### config.mk
export PLATFORM = sky130hd
export DESIGN_NAME = dvfs_seq
export DESIGN_NICKNAME = d
export VERILOG_FILES = /design/src/rtl/dvfs_pkg.sv /design/src/rtl/dvfs_clamp.sv /design/src/rtl/dvfs_dwell_timer.sv /design/src/rtl/dvfs_seq.sv
export SDC_FILE = /design/constraint.sdc
export NUM_CORES = 1
export LEC_CHECK = 0
export ABC_AREA = 1
export BUFFER_PORTS_ARGS = -buffer_cell sky130_fd_sc_hd__buf_2
export CAP_MARGIN = 20
export CORE_MARGIN = 2
export CORE_UTILIZATION = 45
export CTS_CLUSTER_SIZE = 40
export DETAILED_ROUTE_END_ITERATION = 8
export HOLD_SLACK_MARGIN = 0.02
export PLACE_DENSITY = 0.74
export SLEW_MARGIN = 10
export SYNTH_ARGS = -nofsm -noshare
export SYNTH_HDL_FRONTEND = slang
export SYNTH_SLANG_ARGS = --single-unit
### constraint.sdc
create_clock -name clk -period 5 [get_ports clk]
set_input_delay 1.25 -clock clk [delete_from_list [all_inputs] [get_ports clk]]
set_output_delay 1.25 -clock clk [all_outputs]
set_load 0.02 [all_outputs]
### src/rtl/dvfs_pkg.sv
package dvfs_pkg;

    typedef enum logic [1:0] {
        ST_IDLE   = 2'd0,
        ST_VOLT   = 2'd1,
        ST_RELOCK = 2'd2
    } seq_state_e;

endpackage

### src/rtl/dvfs_clamp.sv
module dvfs_clamp #(
    parameter int W  = 5,
    parameter int LO = 0,
    parameter int HI = 19
) (
    input  logic [W-1:0] raw,
    output logic [W-1:0] lim
);
    localparam logic [W-1:0] LO_C = W'(LO);
    localparam logic [W-1:0] HI_C = W'(HI);

    generate
        if (LO > 0) begin : g_two_sided
            always_comb begin
                if (raw < LO_C)      lim = LO_C;
                else if (raw > HI_C) lim = HI_C;
                else                 lim = raw;
            end
        end else begin : g_upper_only
            always_comb begin
                if (raw > HI_C) lim = HI_C;
                else            lim = raw;
            end
        end
    endgenerate
endmodule

### src/rtl/dvfs_dwell_timer.sv
module dvfs_dwell_timer #(
    parameter int DWELL_W = 16
) (
    input  logic               clk,
    input  logic               rst_n,
    input  logic               load,
    input  logic               arm,
    input  logic [DWELL_W-1:0] dwell_cycles,
    output logic               settled
);
    localparam logic [DWELL_W-1:0] CNT_SAT = '1;
    localparam logic [DWELL_W-1:0] CNT_ONE = DWELL_W'(1);

    logic [DWELL_W-1:0] cnt_d, cnt_q;

    always_comb begin
        if (load)                cnt_d = CNT_ONE;
        else if (arm)            cnt_d = CNT_SAT;
        else if (cnt_q == CNT_SAT) cnt_d = cnt_q;
        else                     cnt_d = cnt_q + CNT_ONE;
    end

    always_ff @(posedge clk or negedge rst_n) begin
        if (!rst_n) cnt_q <= CNT_SAT;
        else        cnt_q <= cnt_d;
    end

    assign settled = (cnt_q >= dwell_cycles);

    // a freshly loaded step is not settled when the dwell exceeds one cycle
    assert_no_early_settle_R5: assert property (@(posedge clk) disable iff (!rst_n)
        ($past(load) && dwell_cycles > CNT_ONE) |-> !settled);
endmodule

### src/rtl/dvfs_seq.sv
module dvfs_seq #(
    parameter int FREQ_W  = 3,
    parameter int F_MIN   = 1,
    parameter int F_MAX   = 6,
    parameter int VSTEP_W = 5,
    parameter int V_MIN   = 0,
    parameter int V_MAX   = 19,
    parameter int DWELL_W = 16
) (
    input  logic               clk,
    input  logic               rst_n,
    input  logic               req_valid,
    input  logic [FREQ_W-1:0]  req_freq,
    input  logic [VSTEP_W-1:0] req_vstep,
    input  logic               req_relock,
    input  logic [DWELL_W-1:0] dwell_cycles,
    input  logic               pll_locked,
    output logic [VSTEP_W-1:0] vstep_out,
    output logic [FREQ_W-1:0]  freq_sel,
    output logic               stall,
    output logic               clk_en,
    output logic               busy,
    output logic               done
);
    import dvfs_pkg::*;

    localparam logic [FREQ_W-1:0]  F_TOP = FREQ_W'(F_MAX);
    localparam logic [FREQ_W-1:0]  F_BOT = FREQ_W'(F_MIN);
    localparam logic [VSTEP_W-1:0] V_TOP = VSTEP_W'(V_MAX);
    localparam logic [VSTEP_W-1:0] V_BOT = VSTEP_W'(V_MIN);
    localparam logic [VSTEP_W-1:0] V_ONE = VSTEP_W'(1);

    typedef struct packed {
        seq_state_e         st;
        logic [VSTEP_W-1:0] vstep;
        logic [FREQ_W-1:0]  freq;
        logic [VSTEP_W-1:0] tgt_v;
        logic [FREQ_W-1:0]  tgt_f;
        logic               mode;
        logic               resume;
        logic               seen_low;
        logic               stall;
        logic               busy;
        logic               done;
        logic               pend_vld;
        logic [FREQ_W-1:0]  pend_f;
        logic [VSTEP_W-1:0] pend_v;
        logic               pend_mode;
    } seq_t;

    seq_t q, n;

    logic               src_vld, src_mode;
    logic [FREQ_W-1:0]  src_f, lim_f;
    logic [VSTEP_W-1:0] src_v, lim_v;
    logic               tmr_load, tmr_arm, settled;

    // incoming request wins over a parked one
    always_comb begin
        src_vld  = req_valid | q.pend_vld;
        src_f    = req_valid ? req_freq   : q.pend_f;
        src_v    = req_valid ? req_vstep  : q.pend_v;
        src_mode = req_valid ? req_relock : q.pend_mode;
    end

    dvfs_clamp #(.W(FREQ_W), .LO(F_MIN), .HI(F_MAX)) i_clamp_f (
        .raw (src_f),
        .lim (lim_f)
    );

    dvfs_clamp #(.W(VSTEP_W), .LO(V_MIN), .HI(V_MAX)) i_clamp_v (
        .raw (src_v),
        .lim (lim_v)
    );

    dvfs_dwell_timer #(.DWELL_W(DWELL_W)) i_dwell (
        .clk          (clk),
        .rst_n        (rst_n),
        .load         (tmr_load),
        .arm          (tmr_arm),
        .dwell_cycles (dwell_cycles),
        .settled      (settled)
    );

    always_comb begin
        n        = q;
        n.done   = 1'b0;
        tmr_load = 1'b0;
        tmr_arm  = 1'b0;

        if (q.st != ST_IDLE && req_valid) begin
            n.pend_vld  = 1'b1;
            n.pend_f    = req_freq;
            n.pend_v    = req_vstep;
            n.pend_mode = req_relock;
        end

        unique case (q.st)
            ST_IDLE: begin
                if (src_vld) begin
                    n.pend_vld = 1'b0;
                    n.tgt_f    = lim_f;
                    n.tgt_v    = lim_v;
                    n.mode     = src_mode;
                    if (lim_f == q.freq && lim_v == q.vstep) begin
                        n.done = 1'b1;
                    end else begin
                        n.busy = 1'b1;
                        if (lim_f < q.freq) begin
                            n.freq = lim_f;
                            if (src_mode) begin
                                n.st       = ST_RELOCK;
                                n.stall    = 1'b1;
                                n.seen_low = 1'b0;
                                n.resume   = 1'b1;
                            end else begin
                                n.st    = ST_VOLT;
                                tmr_arm = 1'b1;
                            end
                        end else begin
                            n.st    = ST_VOLT;
                            tmr_arm = 1'b1;
                        end
                    end
                end
            end
            ST_VOLT: begin
                if (settled) begin
                    if (q.vstep != q.tgt_v) begin
                        n.vstep  = (q.vstep < q.tgt_v) ? q.vstep + V_ONE : q.vstep - V_ONE;
                        tmr_load = 1'b1;
                    end else if (q.tgt_f != q.freq) begin
                        n.freq = q.tgt_f;
                        if (q.mode) begin
                            n.st       = ST_RELOCK;
                            n.stall    = 1'b1;
                            n.seen_low = 1'b0;
                            n.resume   = 1'b0;
                        end else begin
                            n.st   = ST_IDLE;
                            n.busy = 1'b0;
                            n.done = 1'b1;
                        end
                    end else begin
                        n.st   = ST_IDLE;
                        n.busy = 1'b0;
                        n.done = 1'b1;
                    end
                end
            end
            ST_RELOCK: begin
                if (!pll_locked) n.seen_low = 1'b1;
                if (q.seen_low && pll_locked) begin
                    n.stall = 1'b0;
                    if (q.resume) begin
                        n.st    = ST_VOLT;
                        tmr_arm = 1'b1;
                    end else begin
                        n.st   = ST_IDLE;
                        n.busy = 1'b0;
                        n.done = 1'b1;
                    end
                end
            end
            default: n.st = ST_IDLE;
        endcase
    end

    always_ff @(posedge clk or negedge rst_n) begin
        if (!rst_n) begin
            q           <= '0;
            q.st        <= ST_IDLE;
            q.vstep     <= V_TOP;
            q.freq      <= F_TOP;
            q.tgt_v     <= V_TOP;
            q.tgt_f     <= F_TOP;
        end else begin
            q <= n;
        end
    end

    assign vstep_out = q.vstep;
    assign freq_sel  = q.freq;
    assign stall     = q.stall;
    assign clk_en    = ~q.stall;
    assign busy      = q.busy;
    assign done      = q.done;

    assert_single_step_R5: assert property (@(posedge clk) disable iff (!rst_n)
        (vstep_out == $past(vstep_out)) || (vstep_out == $past(vstep_out) + V_ONE)
        || (vstep_out == $past(vstep_out) - V_ONE));

    assert_in_window_R2: assert property (@(posedge clk) disable iff (!rst_n)
        freq_sel >= F_BOT && freq_sel <= F_TOP && vstep_out >= V_BOT && vstep_out <= V_TOP);

    assert_freq_apart_from_step_R4: assert property (@(posedge clk) disable iff (!rst_n)
        (freq_sel != $past(freq_sel)) |-> (vstep_out == $past(vstep_out)));

    assert_no_step_in_stall_R6: assert property (@(posedge clk) disable iff (!rst_n)
        (stall && $past(stall)) |-> $stable(vstep_out));

    assert_release_on_lock_R6: assert property (@(posedge clk) disable iff (!rst_n)
        $fell(stall) |-> $past(pll_locked));

    assert_done_not_busy_R8: assert property (@(posedge clk) disable iff (!rst_n)
        done |-> !busy);

    assert_park_R10: assert property (@(posedge clk) disable iff (!rst_n)
        (busy && req_valid) |=> q.pend_vld);

    always_comb begin
        assert_clk_en_R6: assert (clk_en != stall);
    end
endmodule

==> metrics <==
run status=completed; worst setup path class=input pin to flop; Total GRT Usage=0.175; placed cells=600; vias in the first global route=2960; largest buffer count on any clock path=2; GRT Residual Overflow=0; floorplan die width=94.1 µm; post_cts resized=0; overall die height=94.1 µm; starting utilization of the core area=0.468; number of synthesis warnings=0; non-filler instance count after layout=608; synthesis-to-layout area growth=8.46%; post-synthesis register bit count=50; met2 track demand over resource in global routing=0.305; detailed-route wire length per cell=12.0 µm; pin count of the biggest net entering global routing=51; launching element type of the critical path=input pin; met1 usage in global routing=0.225; count of fill cells added during filler insertion=775; Finished Cell Area=3960 µm²; TritonCTS Buffers=5; capture endpoint of the worst hold path=q[8]; final count of negative-setup-slack endpoints=0; final-report hold violation count=0; crit path DAT=3660 ps; Reg clk slew, reported paths=100 ps; clock net sink count=50; routability-driven placement congestion ratio=0.887; CTS tree=done; latest clock arrival within the worst-skew pair=310 ps; total negative setup slack=0 ps; period utilisation layout=0.683; max-cap violations=0; reg2reg path depth=11; top flip-flop cell by instance count after synthesis=sky130_fd_sc_hd__dfstp_2; first drt pass iteration count=4; Pint=1110 µW; Crit Reg-Reg Endpoint=vstep_out[4]; leakage power=0.00207 µW; shortest clock period the worst path allows after layout=3410 ps; IO Port Bufs=40; total routed wirelength=7290 µm; Std-Cell Core Area=7810 µm²; share of the core filled with cells=0.508; hold-critical path depth=2; type of the most critical hold path=flop to flop; average cell area after synthesis=7.72 µm²; R2R setup slack=2320 ps; cell area reported after detailed placement=3860 µm²; net switching power=846 µW; Antenna Cells=0; overall power consumption=1960 µW; I/O pin cnt=41; hold_buf cts=0; syn_nets=531; setup repair after global routing missed its margin=false; detailed-route DRC error count=0; Worst setup EP type=flop; ys async rst share=1.00; Hold Path Origin=q[8]; slew margin rel.=0.500; VDD IR-drop max=163 µV; number of distinct library cells after synthesis=40; power density over the cells=494 nW/µm²; Crit Path Max Fanout=19; sequential fraction of the synthesis area=0.351; Antenna Violating Nets Remaining=0; share of post-route cells with drive strength above 1=0.209; busiest layer in global routing=met2; routing usage on met3=0.0297; first-pass GRT wire length=12500 µm; power share of the clock group=0.131; Netlist Area Pre-Place=3650 µm²; proportion of power drawn by flip-flops and latches=0.382; R2R Path Start=i_dwell.cnt_q[11]; relative contribution of combinational cells to total power=0.487; number of vias in the routed layout=3015; die footprint=8860 µm²; required time worst endpoint=5250 ps; buffer count from post-CTS setup fixing=0; FMAX=293 MHz; antenna violations before repair=0; transition time of the tightest slew-check pin=748 ps; switching part of the total power=0.432; DP Wirelength=5690 µm; number of flops mapped to enable cells by yosys=0; CTS H-Tree Depth=2; Layout Skew=6.47 ps; Site Rows=32; number of max-slew violations in the final report=0; number of cells produced by synthesis=473; number of vias per cell after detailed routing=4.96; 1st-iter DRT viols=141; number of nets in the final layout=563; cell chosen for the clock root=sky130_fd_sc_hd__clkbuf_8
==> state kept, by name (all words and copies together) (netlist names) <==
| name | count |
|---|---|
| q | 23 |
| stall | 1 |
| done | 1 |
| busy | 1 |
| freq_sel | 3 |
| i_dwell.cnt_q | 16 |
| vstep_out | 5 |
==> worst max-delay path by stage <==
stage	start	end	slack, ps	cells past startpoint
global route	req_valid	freq_sel[0]	1330	17
floorplan	req_valid	i_dwell.cnt_q[10]	1620	18
detailed placement	req_valid	i_dwell.cnt_q[11]	1310	16
finish	req_valid	i_dwell.cnt_q[11]	1590	16
global placement	req_valid	i_dwell.cnt_q[9]	1480	16
CTS	req_valid	i_dwell.cnt_q[11]	1550	16
==> critical path, stage by stage <==
cell	delay [ps]
sky130_fd_sc_hd__buf_2	240
sky130_fd_sc_hd__o21ai_0	440
sky130_fd_sc_hd__o21ai_0	190
sky130_fd_sc_hd__nand2_1	100
sky130_fd_sc_hd__inv_1	60
sky130_fd_sc_hd__ha_1	260
sky130_fd_sc_hd__inv_1	30
sky130_fd_sc_hd__nor2_1	90
sky130_fd_sc_hd__nand3_1	80
sky130_fd_sc_hd__nor2_1	110
sky130_fd_sc_hd__nand2_1	90
sky130_fd_sc_hd__nor2_4	120
sky130_fd_sc_hd__nand2_4	90
sky130_fd_sc_hd__a21boi_4	190
sky130_fd_sc_hd__nand3_4	170
sky130_fd_sc_hd__nand2_1	150
==> metal layers <==
layer,vias up,part of all wire
li1,1577,-
met1,1369,0.46
met2,61,0.49
met3,8,0.036
met4,0,0.0093
met5,-,0
==> cell usage in the layout, fill, tap and decap left out, types with 3 or more instances in the layout <==
cell type | netlist | routed
sky130_fd_sc_hd__ha_1 | 28 | 28
sky130_fd_sc_hd__a21oi_1 | 15 | 15
sky130_fd_sc_hd__xnor2_1 | 11 | 11
sky130_fd_sc_hd__dfrtp_1 | 24 | 24
sky130_fd_sc_hd__nor2_1 | 30 | 30
sky130_fd_sc_hd__inv_1 | 70 | 70
sky130_fd_sc_hd__mux2_2 | 4 | 4
sky130_fd_sc_hd__xor2_1 | 9 | 9
sky130_fd_sc_hd__nand2_2 | 8 | 8
sky130_fd_sc_hd__nand2_4 | 4 | 4
sky130_fd_sc_hd__nand3_1 | 29 | 29
sky130_fd_sc_hd__o21ai_0 | 32 | 32
sky130_fd_sc_hd__o21ai_1 | 12 | 12
sky130_fd_sc_hd__nand2_1 | 118 | 118
sky130_fd_sc_hd__clkbuf_8 | 0 | 6
sky130_fd_sc_hd__buf_2 | 0 | 40
sky130_fd_sc_hd__nor2_2 | 3 | 3
sky130_fd_sc_hd__o22ai_1 | 3 | 3
sky130_fd_sc_hd__dfstp_2 | 26 | 26
sky130_fd_sc_hd__nand4_1 | 7 | 7
==> through the flow <==
step                setup slack (ps)  hold WS (ps)
floorplan                       1620           448
global placement                1480           469
detailed placement              1310           477
CTS                             1550           502
global route                    1330           526
finish                          1590           497
==> power groups by stage <==
stage | combinational (µW) | clock [µW] | sequential [µW]
floorplan | 791 | 0 | 721
global placement | 915 | 0 | 753
detailed placement | 956 | 0 | 757
CTS | 963 | 268 | 750
global route | 1100 | 278 | 772
finish | 953 | 256 | 747
==> cell usage after synthesis, types with 3 or more instances <==
cell type	count	share of area
sky130_fd_sc_hd__nor2_2	3	0.0051
sky130_fd_sc_hd__xor2_1	9	0.022
sky130_fd_sc_hd__dfrtp_1	24	0.16
sky130_fd_sc_hd__o22ai_1	3	0.0051
sky130_fd_sc_hd__nor2_1	30	0.031
sky130_fd_sc_hd__nand4_1	7	0.012
sky130_fd_sc_hd__mux2_2	4	0.012
sky130_fd_sc_hd__nand2_4	4	0.012
sky130_fd_sc_hd__buf_6	3	0.0092
sky130_fd_sc_hd__buf_4	8	0.016
sky130_fd_sc_hd__nand2_1	118	0.12
sky130_fd_sc_hd__a21oi_1	15	0.021
sky130_fd_sc_hd__xnor2_1	11	0.026
sky130_fd_sc_hd__nand3_1	29	0.040
sky130_fd_sc_hd__nand2_2	8	0.014
sky130_fd_sc_hd__ha_1	28	0.096
sky130_fd_sc_hd__o21ai_1	12	0.016
sky130_fd_sc_hd__o21ai_0	32	0.044
sky130_fd_sc_hd__clkbuf_1	4	0.0041
sky130_fd_sc_hd__dfstp_2	26	0.19
sky130_fd_sc_hd__inv_1	70	0.072
==> final cells by class <==
type,count,area [µm²],area share
Clock buffer,6,82.6,0.0208
Multi-Input combinational cell,334,1970,0.496
Timing Repair Buffer,41,208,0.0524
Inverter,73,279,0.0704
Sequential cell,50,1280,0.324
Clock inverter,2,15.0,0.00379
Tap cell,102,128,0.0322
==> logic make-up (layout without fill, tap and decap cells) <==
| kind of cell | after synthesis | count (layout) | synth area share |
|---|---|---|---|
| mux | 6 | 6 | 0.0178 |
| flops | 50 | 50 | 0.351 |
| fa+ha+maj | 29 | 29 | 0.101 |
| xor+xnor | 21 | 21 | 0.0524 |
| buf+inv | 89 | 122 | 0.110 |
| compound gates | 70 | 70 | 0.107 |
| simple gates | 208 | 208 | 0.260 |
(Power assumes the default switching activity.)
